==> src/rtl/mcu_clk_div.sv <==
module mcu_clk_div #(
  parameter int CODE_W    = 5,
  parameter int MIN_RATIO = 2
) (
  input  logic              mclk,
  input  logic              rst_n,
  input  logic              div_wr,
  input  logic [CODE_W-1:0] div_val,
  output logic              clk_out
);
  localparam int RW = CODE_W + 1;
  localparam logic [RW-1:0] MAXR = RW'(1 << CODE_W);
  localparam logic [RW-1:0] MINR = RW'(MIN_RATIO);

  logic [RW-1:0] wr_ratio, pend, ratio, cnt;
  logic [RW-1:0] ratio_nx, cnt_nx;
  logic          wrap, q_p, q_n, q_p_nx;

  always_comb begin
    if (div_val == '0)                wr_ratio = MAXR;
    else if ({1'b0, div_val} < MINR)  wr_ratio = MINR;
    else                              wr_ratio = {1'b0, div_val};
  end

  assign wrap     = (cnt == ratio - 1'b1);
  assign ratio_nx = wrap ? pend : ratio;
  assign cnt_nx   = wrap ? '0 : cnt + 1'b1;
  assign q_p_nx   = (cnt_nx < (ratio_nx >> 1));

  always_ff @(posedge mclk or negedge rst_n) begin
    if (!rst_n) begin
      pend  <= MAXR;
      ratio <= MAXR;
      cnt   <= MAXR - 1'b1;
      q_p   <= 1'b0;
    end else begin
      if (div_wr) pend <= wr_ratio;
      ratio <= ratio_nx;
      cnt   <= cnt_nx;
      q_p   <= q_p_nx;
    end
  end

  always_ff @(negedge mclk or negedge rst_n) begin
    if (!rst_n) q_n <= 1'b0;
    else        q_n <= q_p & ratio[0];
  end

  assign clk_out = q_p | q_n;
endmodule


==> config.mk <==
export PLATFORM = sky130hd
export DESIGN_NAME = mcu_clk_div
export DESIGN_NICKNAME = d
export VERILOG_FILES = /design/src/rtl/mcu_clk_div.sv
export SDC_FILE = /design/constraint.sdc
export NUM_CORES = 1
export LEC_CHECK = 0
export CAP_MARGIN = 20
export CORE_MARGIN = 3
export CORE_UTILIZATION = 56
export DETAILED_ROUTE_END_ITERATION = 8
export PLACE_DENSITY = 0.77
export SLEW_MARGIN = 15
export SYNTH_ARGS = -nofsm -noshare
export SYNTH_HDL_FRONTEND = slang
export SYNTH_SLANG_ARGS = --single-unit
export TNS_END_PERCENT = 1
==> constraint.sdc <==
create_clock -name mclk -period 3.2 [get_ports mclk]
set_input_delay 0.8 -clock mclk [delete_from_list [all_inputs] [get_ports mclk]]
set_output_delay 0.8 -clock mclk [all_outputs]
set_load 0.01 [all_outputs]
==> impl_results.md, run 1 <==
* Status: finished, violations left
* Failing checks: setup timing
* Leakage at 0.5851 nW
* Final setup violation count at 1
* First-pass GRT wire length at 3.774 mm
* YS warnings at 0
* Yosys top cell by area: dfrtp_1
* Syn Area/Cell at 11.40 µm²
* # nets final at 130
* Slew headroom at 68.65%
* Routed Antenna Nets at 0
* Most common cell after layout, fill and taps aside: dfrtp_1
* Top Ports at 9
* Power share of the clock group at 29.5%
* Area of placed instances at 1266 µm²
* Yosys cell types at 35
* I/O Buffers at 8
* Register share of total power at 64.3%
* FP Rows at 15
* Crit path buffers/inverters at 1
* CORE AREA at 1839 µm²
* Switching Fraction at 21.76%
* Worst-case clock skew at 0.01107 ns
* Clk buf depth at 2
* Synth top area share at 26.09%
* CTS tree: done
* Startpoint type of the worst setup path: flop
* Slowest cell delay on critical path at 0.34 ns
* Post-route cell area at 1306 µm²
* Layout cells sized above 1 at 24.35%
* GRT Util Overall at 19.42%
* Residual DRC at 0
* Crit path capture type: output port
* WL/cell at 14.56 µm
* Initial DRC Count at 11
* Critical Path RT at 2.40 ns
* Gr ovfl total at 0
* Synth Cell Area at 1151 µm²
* Post-Place Cells at 136
* Crit path max-delay family: flip-flops
* Synth top area cells: dfrtp_1 26%, dfstp_2 16%, ha_1 6.5%, mux2_4 6.5%, xnor2_1 6.1%
* Syn Nets at 115
* #FFs+latches synth at 20
* Vert. Die Dim at 51.34 µm
* Sink Count at 20
* EDFF count, synth at 0
* Total die area at 2636 µm²
* Synthesis-to-layout area growth at 13.48%
* Worst vdd ir at 0.2668 mV
* Root Driver: clkbuf_4
* Final Worst Setup Slack at -0.1757 ns
* Drt total wl at 2.038 mm
* Clk Latency, worst-skew pair at 0.30 ns
* Internal power at 0.3225 mW
* Hpwl dp at 1.557 mm
* Initial antenna violation count at 0
* Initial core utilization at 62.59%
* Most frequent cells in the layout: 12 x dfrtp_1, 8 x xnor2_1, 7 x dfstp_2, 7 x clkdlybuf4s50_1
* Vias in the first global route at 865
* Non-filler cells, final at 140
* Hold Fails Final Rpt at 0
* Routed vias/inst at 5.607
* Main synth FF type: dfrtp_1
* Fin. max-slew vios at 0
* Post-synth ARST share at 100.0%
* Worst-path clk slew at 0.11 ns
* PD cells at 315.5 nW/µm²
* Hold WC Path Type: reg2reg
* Dpl ws at -0.2353 ns
* Cell count after synthesis at 101
* Pin count of the biggest net entering global routing at 20
* GP Congestion at 0.8751
* TritonCTS buffer count at 3
* H-tree level count at 1
* WP data arrival at 2.58 ns
* Worst-Margin Slew at 0.4644 ns
* Net switching power at 0.08969 mW
* # Max-Cap Violations at 0
* Die X at 51.34 µm
* Crit path kind: reg2out
* Final core occ at 71.02%
* First-pass DRT Iterations at 4
* Worst-path cell chain: or2_4 > buf_6
* CP Max Fanout at 1
* Number of diodes at 0
* Combinational fraction of design power at 6.2%
* RSZ-0062 raised after global routing: yes
* Seq/Total Area, Yosys at 44.24%
* Worst path slowest cell: dfrtn_1
* Total number of vias at 785
## sequential cells by signal, indices dropped and copies added, names as in the netlist
signal / cells
cnt: 6
pend: 6
ratio: 6
q_n: 1
q_p: 1
## timing repair
action / 4_1_cts / 5_1_grt
pin swaps: 0 / 0
gates resized for setup: 6 / 3
endpoints found under the setup margin: 1 / 2
buffers inserted: 0 / 0
hold buffers: 0 / 0
## worst min-delay path, stage by stage, from the launching register on
cell,delay (ns)
dfstp_2,0.39
inv_1,0.04
o21ai_0,0.08
## cells in the mapped netlist (2+ instances only)
cell type	number
a21oi_1	3
and2_1	6
buf_6	2
dfrtp_1	12
dfstp_2	7
ha_1	6
inv_1	4
mux2_2	3
mux2_4	5
mux2i_1	5
nand2_1	3
nand3_1	4
nor2_1	3
nor2b_1	4
nor3_1	2
o21ai_0	3
or3_1	2
xnor2_1	8
xor2_1	3
## power groups by stage
stage / logic (mW) / clock network, mW / registers (mW)
final: 0.0256 / 0.122 / 0.265
after global routing: 0.0290 / 0.136 / 0.266
after CTS: 0.0261 / 0.126 / 0.265
after detailed placement: 0.0260 / 0 / 0.269
after global placement: 0.0254 / 0 / 0.269
after floorplan: 0.00949 / 0 / 0.267
## through the flow
step / hold WS (ns) / power (mW) / setup TNS (ns)
floorplan: 0.4694 / 0.2770 / 0
global placement: 0.4861 / 0.2941 / -0.2338
detailed placement: 0.4973 / 0.2955 / -0.2353
CTS: 0.5167 / 0.4167 / -0.1784
global route: 0.5304 / 0.4311 / -0.2147
finish: 0.5112 / 0.4122 / -0.1757
## cells by family after synthesis
kind of cell / Yosys count / synth area share [%]
xor gates and xnor gates: 11 / 8.370
muxes: 13 / 13.80
AOI/OAI and AO/OA: 12 / 6.740
and+or+nand+nor: 31 / 15.44
buffers and inverters: 8 / 4.890
DFF: 20 / 44.24
adders and majority gates: 6 / 6.522
## final timing paths
kind                            slack [ns]                    to  cells past startpoint                  from
min in group asynchronous             0.91  ratio[0]$_DFFE_PN0N_                      2                 rst_n
worst max register to register        0.17         q_p$_DFF_PN0_                     13  ratio[0]$_DFFE_PN0N_
worst max-delay path                 -0.18               clk_out                      2         q_n$_DFF_NN0_
worst min-delay path                  0.51   pend[5]$_DFFE_PN1P_                      2   pend[5]$_DFFE_PN1P_
max in group asynchronous             0.89         q_n$_DFF_NN0_                      1                 rst_n
worst min register to register        0.51   pend[5]$_DFFE_PN1P_                      2   pend[5]$_DFFE_PN1P_
## layer usage
layer / wire length (µm) / global-route usage, % / up-vias / share of wire [%]
met2: 1046 / 32.62 / 14 / 51
met3: 59 / 4.082 / 6 / 2.9
met1: 890 / 23.65 / 385 / 44
li1: - / - / 380 / -
met4: 42 / 9.170 / 0 / 2.1
met5: 0 / 0 / - / 0
## cell type report
type / instances / area [µm²]
Fill cell: 158 / 533.0
Multi-Input combinational cell: 73 / 598.1
Tap cell: 25 / 31.28
Clock buffer: 4 / 26.28
Inverter: 4 / 15.01
Sequential cell: 20 / 509.2
Timing Repair Buffer: 14 / 126.4
Power figures use the tool's default switching activity.
==> inputs of run 2 (changes only) <==
- ABC_CLOCK_PERIOD_IN_PS: default -> 3200
- CTS_CLUSTER_SIZE: default -> 25
- REMOVE_ABC_BUFFERS: default -> 1
==> impl_results.md, run 2 (synthesis results as in run 1) <==
* Worst-Margin Slew at 0.4312 ns (-0.03320 ns)
* CTS tree: done
* Layout cells sized above 1 at 23.68% (-0.66 points)
* Crit path buffers/inverters at 1 (unchanged)
* Total die area at 2636 µm² (unchanged)
* Synthesis-to-layout area growth at 12.94%
* Final core occ at 70.68% (-0.34 points)
* Top Ports at 9 (unchanged)
* Clk Latency, worst-skew pair at 0.28 ns (-0.02 ns)
* Initial antenna violation count at 0 (unchanged)
* Fin. max-slew vios at 0 (unchanged)
* FP Rows at 15 (unchanged)
* Hold Crit Depth at 2 (unchanged)
* Final Worst Setup Slack at -0.1543 ns (+0.02140 ns)
* PD cells at 313.4 nW/µm² (-0.68%)
* Reg area at 509.2 µm² (unchanged)
* First-pass DRT Iterations at 4 (unchanged)
* Fillers at 143 (-9.5%)
* TritonCTS buffer count at 3 (unchanged)
* RSZ-0062 raised after global routing: yes
* Worst-path cell chain: or2_4 > buf_6
* FF-to-FF Start: ratio[0]$_DFFE_PN0N_
* Hpwl dp at 1.540 mm (-1.1%)
* I/O Buffers at 8 (unchanged)
* Vert. Die Dim at 51.34 µm (unchanged)
* Worst r2r dst: q_p$_DFF_PN0_
* Failing checks: setup timing
* Total number of vias at 759 (-3.3%)
* Crit path kind: reg2out
* CORE AREA at 1839 µm² (unchanged)
* Number of diodes at 0 (unchanged)
* Slew headroom at 70.99% (+2.3 points)
* Most frequent cells in the layout: 12 x dfrtp_1, 8 x xnor2_1, 7 x dfstp_2, 7 x clkdlybuf4s50_1
* Residual DRC at 0 (unchanged)
* Net switching power at 0.08515 mW (-5.1%)
* Routed vias/inst at 5.460 (-2.6%)
* Leakage at 0.5872 nW (+0.36%)
* Crit path capture type: output port
* WL/cell at 14.40 µm (-1.1%)
* Hold WC Path Type: reg2reg
* Hold Fails Final Rpt at 0 (unchanged)
* Clk buf depth at 2 (unchanged)
* Worst path slowest cell: dfrtn_1
* # Max-Cap Violations at 0 (unchanged)
* First-pass GRT wire length at 3.588 mm (-4.9%)
* Dpl ws at -0.2346 ns (+0.0006840 ns)
* Combinational fraction of design power at 6.3% (about the same)
* Hold path start: pend[5]$_DFFE_PN1P_
* Initial core utilization at 62.59% (unchanged)
* Area occupied by multi-input gates at 599.3 µm² (+0.21%)
* Final setup violation count at 1 (unchanged)
* Initial DRC Count at 6 (-5)
* Switching Fraction at 20.90% (-0.86 points)
* Reg2Reg Setup Slack at 0.32 ns (+0.15 ns)
* Startpoint type of the worst setup path: flop
* Sink Count at 20 (unchanged)
* # nets final at 129 (-0.77%)
* H-tree level count at 1 (unchanged)
* Power share of the clock group at 28.8% (-0.7 points)
* Worst reg-to-reg path cell count at 12 (-1)
* Internal power at 0.3223 mW (about the same)
* Slowest cell delay on critical path at 0.34 ns (about the same)
* Setup bufs post-CTS at 0 (unchanged)
* Pin count of the biggest net entering global routing at 20 (unchanged)
* Drt total wl at 2.002 mm (-1.8%)
* Worst-path clk slew at 0.10 ns (about the same)
* Root Driver: clkbuf_4
* Most common cell after layout, fill and taps aside: dfrtp_1
* Largest regs: cnt x6, pend x6, ratio x6
* Routed Antenna Nets at 0 (unchanged)
* Worst vdd ir at 0.2725 mV (+2.1%)
* Crit path max-delay family: flip-flops
* Cts hold-fix bufs at 0 (unchanged)
* Worst-case clock skew at 0.005423 ns (-0.005644 ns)
* Critical Path RT at 2.40 ns (about the same)
* CP Max Fanout at 1 (unchanged)
* Register share of total power at 64.9% (+0.6 points)
* Die X at 51.34 µm (unchanged)
* Endpoint, Worst Hold: pend[5]$_DFFE_PN1P_
* GRT Util Overall at 17.93% (-1.5 points)
* Vias in the first global route at 803 (-7.2%)
* Gr ovfl total at 0 (unchanged)
* Status: finished, violations left
* GP Congestion at 0.8487 (-3.0%)
* WP data arrival at 2.55 ns (-0.03 ns)
-- run 2: power groups by stage --
stage          clock network [mW]  logic (mW)  registers (mW)
2_1_floorplan                   0     0.00811           0.267
3_3_place_gp                    0      0.0251           0.269
3_5_place_dp                    0      0.0264           0.269
4_1_cts                     0.122      0.0264           0.264
5_1_grt                     0.133      0.0289           0.265
6_report                    0.117      0.0257           0.264
-- run 2: cell type report --
type / instances / area share (%)
inverter: 4 / 1.155
tap: 25 / 2.406
multi-input combinational: 73 / 46.10
timing repair buffer: 13 / 9.143
sequential: 20 / 39.17
clock buffer: 4 / 2.021
-- run 2: per-layer routing --
layer,GRT usage [%],up-vias,share of wire [%]
li1,-,379,-
met1,23.46,367,47
met2,31.76,11,50
met3,3.499,2,2.5
met4,1.747,0,0.60
met5,0,-,0
-- run 2: through the flow --
step                hold WS (ns)  setup TNS, ns  cells  power, mW  instance area, µm²
detailed placement        0.4952        -0.2346    135     0.2950                1259
floorplan                 0.4659              0     97     0.2756                1110
finish                    0.5042        -0.1543    139     0.4074                1300
CTS                       0.5135        -0.1599    139     0.4125                1289
global placement          0.4872        -0.2332    135     0.2936                1259
global route              0.5313        -0.2020    139     0.4275                1300
-- run 2: timing repair --
action,in CTS,in global routing
pin swaps,0,1
resized for setup,6,2
endpoints found under the setup margin,1,2
-- run 2: how the worst max path moves through the flow --
| stage | cells after the start | endpoint | start | slack (ns) |
|---|---|---|---|---|
| after floorplan | 12 | q_p$_DFF_PN0_ | ratio[0]$_DFFE_PN0N_ | 0.18 |
| after global placement | 2 | clk_out | q_n$_DFF_NN0_ | -0.23 |
| after detailed placement | 2 | clk_out | q_n$_DFF_NN0_ | -0.23 |
| after CTS | 2 | clk_out | q_n$_DFF_NN0_ | -0.16 |
| after global routing | 2 | clk_out | q_n$_DFF_NN0_ | -0.20 |
| final | 2 | clk_out | q_n$_DFF_NN0_ | -0.15 |
-- run 2: worst min-delay path, delay by kind of cell (launching register included) --
family,cells,cell delay [ns]
AOI/OAI and AO/OA,1,0.08
buffers and inverters,1,0.04
DFF,1,0.39
==> inputs of run 3 (changes only) <==
- SLEW_MARGIN: 15 -> 20
==> results of run 3 <==
Final layout, timing and power as in run 2 (identical DEF).
